===== config.mk =====
export PLATFORM = sky130hd
export DESIGN_NAME = wbByteBridge
export DESIGN_NICKNAME = d
export VERILOG_FILES = /design/src/rtl/wbb_pkg.sv /design/src/rtl/wbbControl.sv /design/src/rtl/wbbDatapath.sv /design/src/rtl/wbByteBridge.sv
export SDC_FILE = /design/constraint.sdc
export NUM_CORES = 1
export LEC_CHECK = 0
export ABC_AREA = 1
export BUFFER_PORTS_ARGS = -buffer_cell sky130_fd_sc_hd__buf_4
export CORE_MARGIN = 4
export CORE_UTILIZATION = 44
export DETAILED_ROUTE_END_ITERATION = 10
export PLACE_DENSITY = 0.8
export SLEW_MARGIN = 0
export SYNTH_ARGS = -nofsm -noshare
export SYNTH_HDL_FRONTEND = slang
export SYNTH_SLANG_ARGS = --single-unit
export TNS_END_PERCENT = 50

===== constraint.sdc =====
create_clock -name clk -period 2.7 [get_ports clk]
set_clock_uncertainty 0.05 [all_clocks]
set_input_delay 0.405 -clock clk [delete_from_list [all_inputs] [get_ports clk]]
set_output_delay 0.405 -clock clk [all_outputs]
set_load 0.01 [all_outputs]

===== src/rtl/wbb_pkg.sv =====
package wbb_pkg;

  // Strobes handed from the control half to the datapath half.
  // The lane index is sized for the widest bus supported (up to 16 lanes).
  localparam int MAX_LANE_W = 4;

  typedef struct packed {
    logic                  req;    // new transfer accepted this cycle
    logic                  rd;     // accepted transfer is a read
    logic                  wr;     // accepted transfer is a valid write
    logic                  valid;  // select is one-hot
    logic [MAX_LANE_W-1:0] lane;   // position of the selected lane
  } wbbStrobes_t;

endpackage


===== src/rtl/wbbControl.sv =====
module wbbControl
  import wbb_pkg::*;
#(
  parameter int BUS_BYTES = 4
) (
  input  logic                 clk,
  input  logic                 rstN,
  input  logic                 wbCyc,
  input  logic                 wbStb,
  input  logic                 wbWe,
  input  logic [BUS_BYTES-1:0] wbSel,
  output wbbStrobes_t          strobes,
  output logic                 wbAck
);

  localparam int LANE_W  = (BUS_BYTES > 1) ? $clog2(BUS_BYTES) : 1;
  localparam int COUNT_W = $clog2(BUS_BYTES + 1);

  logic               ackQ;
  logic               reqNow;
  logic [COUNT_W-1:0] selCount;
  logic [LANE_W-1:0]  laneIdx;
  logic               selOneHot;

  // Count the asserted select bits and find the highest one.
  always_comb begin
    selCount = '0;
    laneIdx  = '0;
    for (int i = 0; i < BUS_BYTES; i++) begin
      if (wbSel[i]) begin
        selCount = selCount + COUNT_W'(1);
        laneIdx  = LANE_W'(i);
      end
    end
  end

  assign selOneHot = (selCount == COUNT_W'(1));

  // A request is taken only while no acknowledge is outstanding.
  assign reqNow = wbCyc & wbStb & ~ackQ;

  always_ff @(posedge clk or negedge rstN) begin
    if (!rstN) ackQ <= 1'b0;
    else       ackQ <= reqNow;
  end

  always_comb begin
    strobes       = '0;
    strobes.req   = reqNow;
    strobes.rd    = reqNow & ~wbWe;
    strobes.wr    = reqNow & wbWe & selOneHot;
    strobes.valid = selOneHot;
    strobes.lane  = MAX_LANE_W'(laneIdx);
  end

  assign wbAck = ackQ;

endmodule


===== src/rtl/wbbDatapath.sv =====
module wbbDatapath
  import wbb_pkg::*;
#(
  parameter int ADDR_W     = 8,
  parameter int BUS_BYTES  = 4,
  parameter bit BIG_ENDIAN = 1'b1
) (
  input  logic                   clk,
  input  logic                   rstN,
  input  wbbStrobes_t            strobes,
  input  logic [ADDR_W-1:0]      wbAdr,
  input  logic [8*BUS_BYTES-1:0] wbDatIn,
  input  logic [7:0]             regRdData,
  output logic [ADDR_W-1:0]      regAddr,
  output logic [7:0]             regWrData,
  output logic                   regWrEn,
  output logic [8*BUS_BYTES-1:0] wbDatOut
);

  localparam int LANE_W = (BUS_BYTES > 1) ? $clog2(BUS_BYTES) : 1;
  localparam int DATA_W = 8 * BUS_BYTES;

  logic [LANE_W-1:0] lane;
  logic [LANE_W-1:0] byteIdx;
  logic [DATA_W-1:0] steered;
  logic [DATA_W-1:0] datQ;

  assign lane = strobes.lane[LANE_W-1:0];

  // The byte order picks how a lane maps to the low address bits.
  generate
    if (BIG_ENDIAN) begin : g_big
      assign byteIdx = LANE_W'(BUS_BYTES - 1) - lane;
    end else begin : g_little
      assign byteIdx = lane;
    end
  endgenerate

  assign regAddr   = {wbAdr[ADDR_W-1:LANE_W], byteIdx};
  assign regWrData = wbDatIn[8*lane +: 8];
  assign regWrEn   = strobes.wr;

  // Put the returned byte on its own lane and zero on all other lanes.
  generate
    for (genvar g = 0; g < BUS_BYTES; g++) begin : g_lane
      assign steered[8*g +: 8] =
        (strobes.valid && (lane == LANE_W'(g))) ? regRdData : 8'h00;
    end
  endgenerate

  always_ff @(posedge clk or negedge rstN) begin
    if (!rstN)          datQ <= '0;
    else if (strobes.rd) datQ <= steered;
  end

  assign wbDatOut = datQ;

endmodule


===== src/rtl/wbByteBridge.sv =====
module wbByteBridge
  import wbb_pkg::*;
#(
  parameter int ADDR_W     = 8,
  parameter int BUS_BYTES  = 4,
  parameter bit BIG_ENDIAN = 1'b1
) (
  input  logic                   clk,
  input  logic                   rstN,
  input  logic                   wbCyc,
  input  logic                   wbStb,
  input  logic                   wbWe,
  input  logic [ADDR_W-1:0]      wbAdr,
  input  logic [BUS_BYTES-1:0]   wbSel,
  input  logic [8*BUS_BYTES-1:0] wbDatIn,
  output logic [8*BUS_BYTES-1:0] wbDatOut,
  output logic                   wbAck,
  output logic [ADDR_W-1:0]      regAddr,
  output logic [7:0]             regWrData,
  output logic                   regWrEn,
  input  logic [7:0]             regRdData
);

  wbbStrobes_t strobes;

  wbbControl #(.BUS_BYTES(BUS_BYTES)) u_ctrl (
    .clk     (clk),
    .rstN    (rstN),
    .wbCyc   (wbCyc),
    .wbStb   (wbStb),
    .wbWe    (wbWe),
    .wbSel   (wbSel),
    .strobes (strobes),
    .wbAck   (wbAck)
  );

  wbbDatapath #(
    .ADDR_W     (ADDR_W),
    .BUS_BYTES  (BUS_BYTES),
    .BIG_ENDIAN (BIG_ENDIAN)
  ) u_dp (
    .clk       (clk),
    .rstN      (rstN),
    .strobes   (strobes),
    .wbAdr     (wbAdr),
    .wbDatIn   (wbDatIn),
    .regRdData (regRdData),
    .regAddr   (regAddr),
    .regWrData (regWrData),
    .regWrEn   (regWrEn),
    .wbDatOut  (wbDatOut)
  );

endmodule


# Word level (Yosys, flattened, before mapping)
# Cells that the tools add are included.
[totals]
register_bits = 33
inputBits = 57
wordCells = 34
memories = 0
mem_bits_rw = 0
latch_bits = 0
rom_bits = 0
output_inout_bits = 50
[op_classes]
n_eq_ne = 4
div = 0
mux = 11
bitwise = 7
reduce_logical = 5
n_addsub = 4
n_mul = 0
shift = 1
magnitude_cmp = 0
[op_table]
columns = ["operator", "count"]
rows = [
  ["$mux 8", 4],
  ["$shiftx 32x6->8", 1],
  ["$mux 3", 3],
  ["$add 3x1->3 const B", 2],
  ["$and 1x1->1", 5],
  ["$eq 2x2->1 const B", 2],
  ["$logic_and 1x1->1", 4],
  ["$mux 2", 2],
  ["$eq 3x1->1 const B", 1],
  ["$add 1x1->2 const B", 1],
  ["$eq 2x1->1 const B", 1],
  ["$logic_not 2->1", 1],
  ["$mux 1", 2],
  ["$not 1->1", 2],
  ["$sub 2x2->2 const A", 1],
]

# Logic depth before layout (Yosys ltp)
[logic_depth]
depth_word = 10
mapped_depth = 13
mapped_depth_nobuf = 12

# Hierarchy
# From an unflattened synthesis, not the netlist that was laid out.
[unflattened]
hier_cells = 270
hier_area_um2 = 1955.6
[by_module_without_submodules]
columns = ["module", "cells_per_inst", "seq_area_each_um2", "instances", "area_each_um2"]
rows = [
  ["wbbDatapath", 233, 800.8, 1, 1721.7],
  ["wbbControl", 37, 25.0, 1, 234.0],
]

# Least setup slack after synthesis
# OpenSTA, ideal clock, no wires.
[synth_path]
path_kind = "input-to-output"
startpoint = "input wbSel[1]"
endpoint = "output regWrEn"
path_buffers = 1
required_ps = 2245
arrival_ps = 1838
slack_ps = 407
stages = 12
cell_sequence = "inv_1 > ha_1 > inv_1 > nand2_1 > nand2_1 > ha_1 > nor2_1 > nand3_1 > nand2_4 > buf_8 > nand2_2 > nor2_2"
[synth_via]
elab_chain_cells = 7
[synth_lines]
columns = ["element", "line", "rtl"]
rows = [
  ["start: declaration", "wbByteBridge.sv:14", "input logic [BUS_BYTES-1:0] wbSel,"],
  ["$mux 3 (*)", "wbbControl.sv:30", "if (wbSel[i]) begin"],
  ["$add 3x1->3", "wbbControl.sv:31", "selCount = selCount + COUNT_W'(1);"],
  ["$mux 3 (*)", "wbbControl.sv:30", ""],
  ["$add 3x1->3", "wbbControl.sv:31", ""],
  ["$mux 3 (*)", "wbbControl.sv:30", ""],
  ["$eq 3x1->1 (*)", "wbbControl.sv:37", "assign selOneHot = (selCount == COUNT_W'(1));"],
  ["$and 1x1->1 (*)", "wbbControl.sv:51", "strobes.wr = reqNow & wbWe & selOneHot;"],
  ["end: declaration", "wbByteBridge.sv:20", "output logic regWrEn,"],
]
# Mark *: on every way between the ends. The rest lies on a longest branch, timed or not.

# Worst setup path in the final report
# Same ends and word-level chain as after synthesis.

==> summary.txt <==
Setup path
  – Crit-path max FO: 3
  – Critical path launch point type: input port
  – CP Cell Sequence: buf_4, inv_1, ha_1, inv_1, nand2_1, nand2_1, ha_1, nor2_1, nand3_1, nand2_4, nand2_2, nor2_2, buf_4
  – Worst setup EP type: output pin
  – CP max stage cell: ha_1
  – Req. time, crit path: about 2.3 ns
  – Worst path arrival time: ~2.0 ns
  – Critical setup path kind: in -> out
  – Reg2Reg Setup Slack: 0.83 ns
  – Max stage delay on crit path: approximately 0.32 ns
  – Crit path buffers/inverters: 4
  – Cell family with most CP delay: simple AND/OR/NAND/NOR gates

Logic synthesis
  – Unique masters post-synth: 19
  – Synth top cells by count: 108 x nand2_1, 33 x dfrtp_1, 32 x nand4_1, 17 x inv_1, 12 x buf_4
  – Biggest area consumer among synthesized cells: dfrtp_1
  – Post-synth EDFFs: 0
  – Multiplexer share of the synthesized area: 0
  – Cells after Synth: between 200 and 250
  – Synthesized Nets: between 300 and 400
  – Area of the mapped netlist: ~0.0019 mm^2
  – Asr flop ratio synth: 1.00
  – Seq cells post-synth: 33
  – Largest family of logic cells by synthesized area: simple AND/OR/NAND/NOR gates
  – Adder-cell share of the synthesized area: 0.0201
  – Post-synthesis xor/xnor area fraction: 0
  – Post-Synth Simple-Gate Area: 0.412
  – Top FF cell, synth: dfrtp_1
  – Post-synth top area share: 0.442
  – Synth warn: 0
  – Count leader, synth: nand2_1
  – Mean area per synthesized cell: about 7.6 um^2
  – Register area share after synthesis: 0.442
  – Compound-cell area share of the yosys netlist: 0.0100
  – Synth top area cells: dfrtp_1 44%, nand2_1 22%, nand4_1 11%, buf_4 4.8%, inv_1 3.4%

Floorplanning
  – Die X: approximately 73 um
  – Core ar.: 0.00406 mm^2
  – I/O pins: 107
  – Die area: between 0.005 and 0.006 mm^2
  – FP Rows: 23
  – Vert. Die Dim: 73.2 um
  – Starting Density: 0.460

CTS
  – Post-CTS setup buffer count: 0
  – Root Buffer: clkbuf_8
  – CTS tree: done
  – CTS max path bufs: 2
  – H-Tree Depth: 2
  – Worst-path clk slew: approximately 0.07 ns
  – Clock sinks: 33
  – TritonCTS Buffers: 5
  – Post-CTS sizing: 0
  – Clock Latency Late Sink: ~0.28 ns
  – Cts hold-fix bufs: 0

Detailed routing
  – Drt via density: 5.08
  – Wire length per cell: 14.4 um
  – DR DRC count: 0
  – Routed Antenna Nets: 0
  – Routed WL: between 5 and 6 mm
  – Drt first-iter violations: between 150 and 200
  – DRT Pass-1 Iters: 4
  – Via count: 1932

STA
  – Tightest Pin Transition: between 0.4 and 0.5 ns
  – Unrepaired setup endpoints after global routing: false
  – Setup TNS: 0 ns
  – Fin. max-slew vios: 0
  – Fin crit period: 2.45 ns
  – Period utilisation layout: 0.907
  – Worst slew margin: 0.693
  – Worst setup margin: roughly 0.25 ns
  – Max Fclk: 408 MHz
  – Finish-stage setup viols: 0
  – Count of final hold-check violations: 5
  – Hold Slack: -0.00316 ns

Global routing
  – Vias in the first global route: ~1800
  – Largest net degree at the start of global routing: 34
  – Global route overflow: 0
  – Initial antenna violation count: 0
  – First-pass GRT wire length: about 8.4 mm
  – Total track usage: 0.204

Final layout
  – Share of cells above drive strength 1: 0.364
  – Design area: between 0.002 and 0.003 mm^2
  – Fill cell count: around 360
  – Area grow syn2layout: 38.8%
  – Final net count: 389
  – Antenna cells: 0

Placed design
  – HPWL Detailed: 4.05 mm
  – DP Area: about 0.0025 mm^2
  – Routability cong.: roughly 0.76
  – Number of port buffers: just over 90
  – Pre-CTS setup slack: about 0.25 ns

Worst hold path
  – HP Class: in -> async

Power and ir drop
  – VDD IR-drop max: between 0.3 and 0.4 mV
  – Tot Pwr: about 1.1 mW
  – Power per cell area: about 440 mW/mm^2
  – Leak: about 1.5 nW

Flow run
  – Max_cap viols: 0

Run status
  – Run status: finished, violations left
  – Failing checks: negative hold slack
-- power breakdown --
part / internal [mW] / switching [mW] / leakage (nW) / total [mW]
sequential: 0.514 / 0.0121 / 0.457 / 0.526
clock: 0.178 / 0.173 / 0.0450 / 0.352
combinational: 0.121 / 0.146 / 1.02 / 0.267
total: 0.813 / 0.331 / 1.52 / 1.14
-- area by class of cell --
type	count	area, um^2	area share
Clock buffer	6	72.6	0.0280
Clock inverter	2	10.0	0.00386
Inverter	20	75.1	0.0290
Multi-Input combinational cell	173	826	0.319
Sequential cell	33	826	0.319
Tap cell	50	62.6	0.0241
Timing Repair Buffer	96	721	0.278
-- cell usage in the layout (no fill, tap or decap), drive strengths merged --
| cell type | instances |
|---|---|
| clkinv | 2 |
| nand4 | 32 |
| o21ai | 3 |
| ha | 3 |
| dfrtp | 33 |
| clkbuf | 6 |
| nand3 | 10 |
| nor2 | 14 |
| buf | 96 |
| nand2 | 111 |
| inv | 20 |
-- worst reg2reg max path, delay by kind of cell, from the launching register on --
kind,cells,cell delay [ns]
AND/OR/NAND/NOR,5,1.07
flip-flops,1,0.40
buffers and inverters,1,0.29
-- routing by layer --
metal	track usage	routed length, um	share of wire
met1	0.257	2170	0.40
met2	0.356	2960	0.54
met3	0.0427	274	0.050
met4	0.0512	61	0.011
met5	0	0	0
-- registers in the layout, indices dropped and copies added (netlist names) --
name	flops
u_dp.wbDatOut	32
u_ctrl.wbAck	1
-- final timing paths --
kind                                    from                end  cells past startpoint
max                                 wbSel[1]            regWrEn                     13
min in group clk                       wbStb       u_ctrl.wbAck                      3
max reg2reg                     u_ctrl.wbAck  u_dp.wbDatOut[14]                      6
max in group asynchronous               rstN   u_dp.wbDatOut[1]                      1
min                                     rstN   u_dp.wbDatOut[5]                      1
min reg2reg                u_dp.wbDatOut[20]  u_dp.wbDatOut[20]                      2
-- cells by family (layout without fill, tap and decap cells) --
group           Yosys count  after routing
fa+ha+maj                 3              3
compound gates            3              3
buf+inv                  39            124
flops                    33             33
simple gates            167            167
-- per-stage QoR --
step	cells	utilization	hold WS, ns
2_1_floorplan	245	-	0.0594
3_3_place_gp	372	0.619	0.317
3_5_place_dp	372	0.619	0.315
4_1_cts	380	0.639	0.0144
5_1_grt	380	0.639	0.0224
6_report	380	0.639	-0.00316
Note: power is estimated with default switching activity, not from simulation.
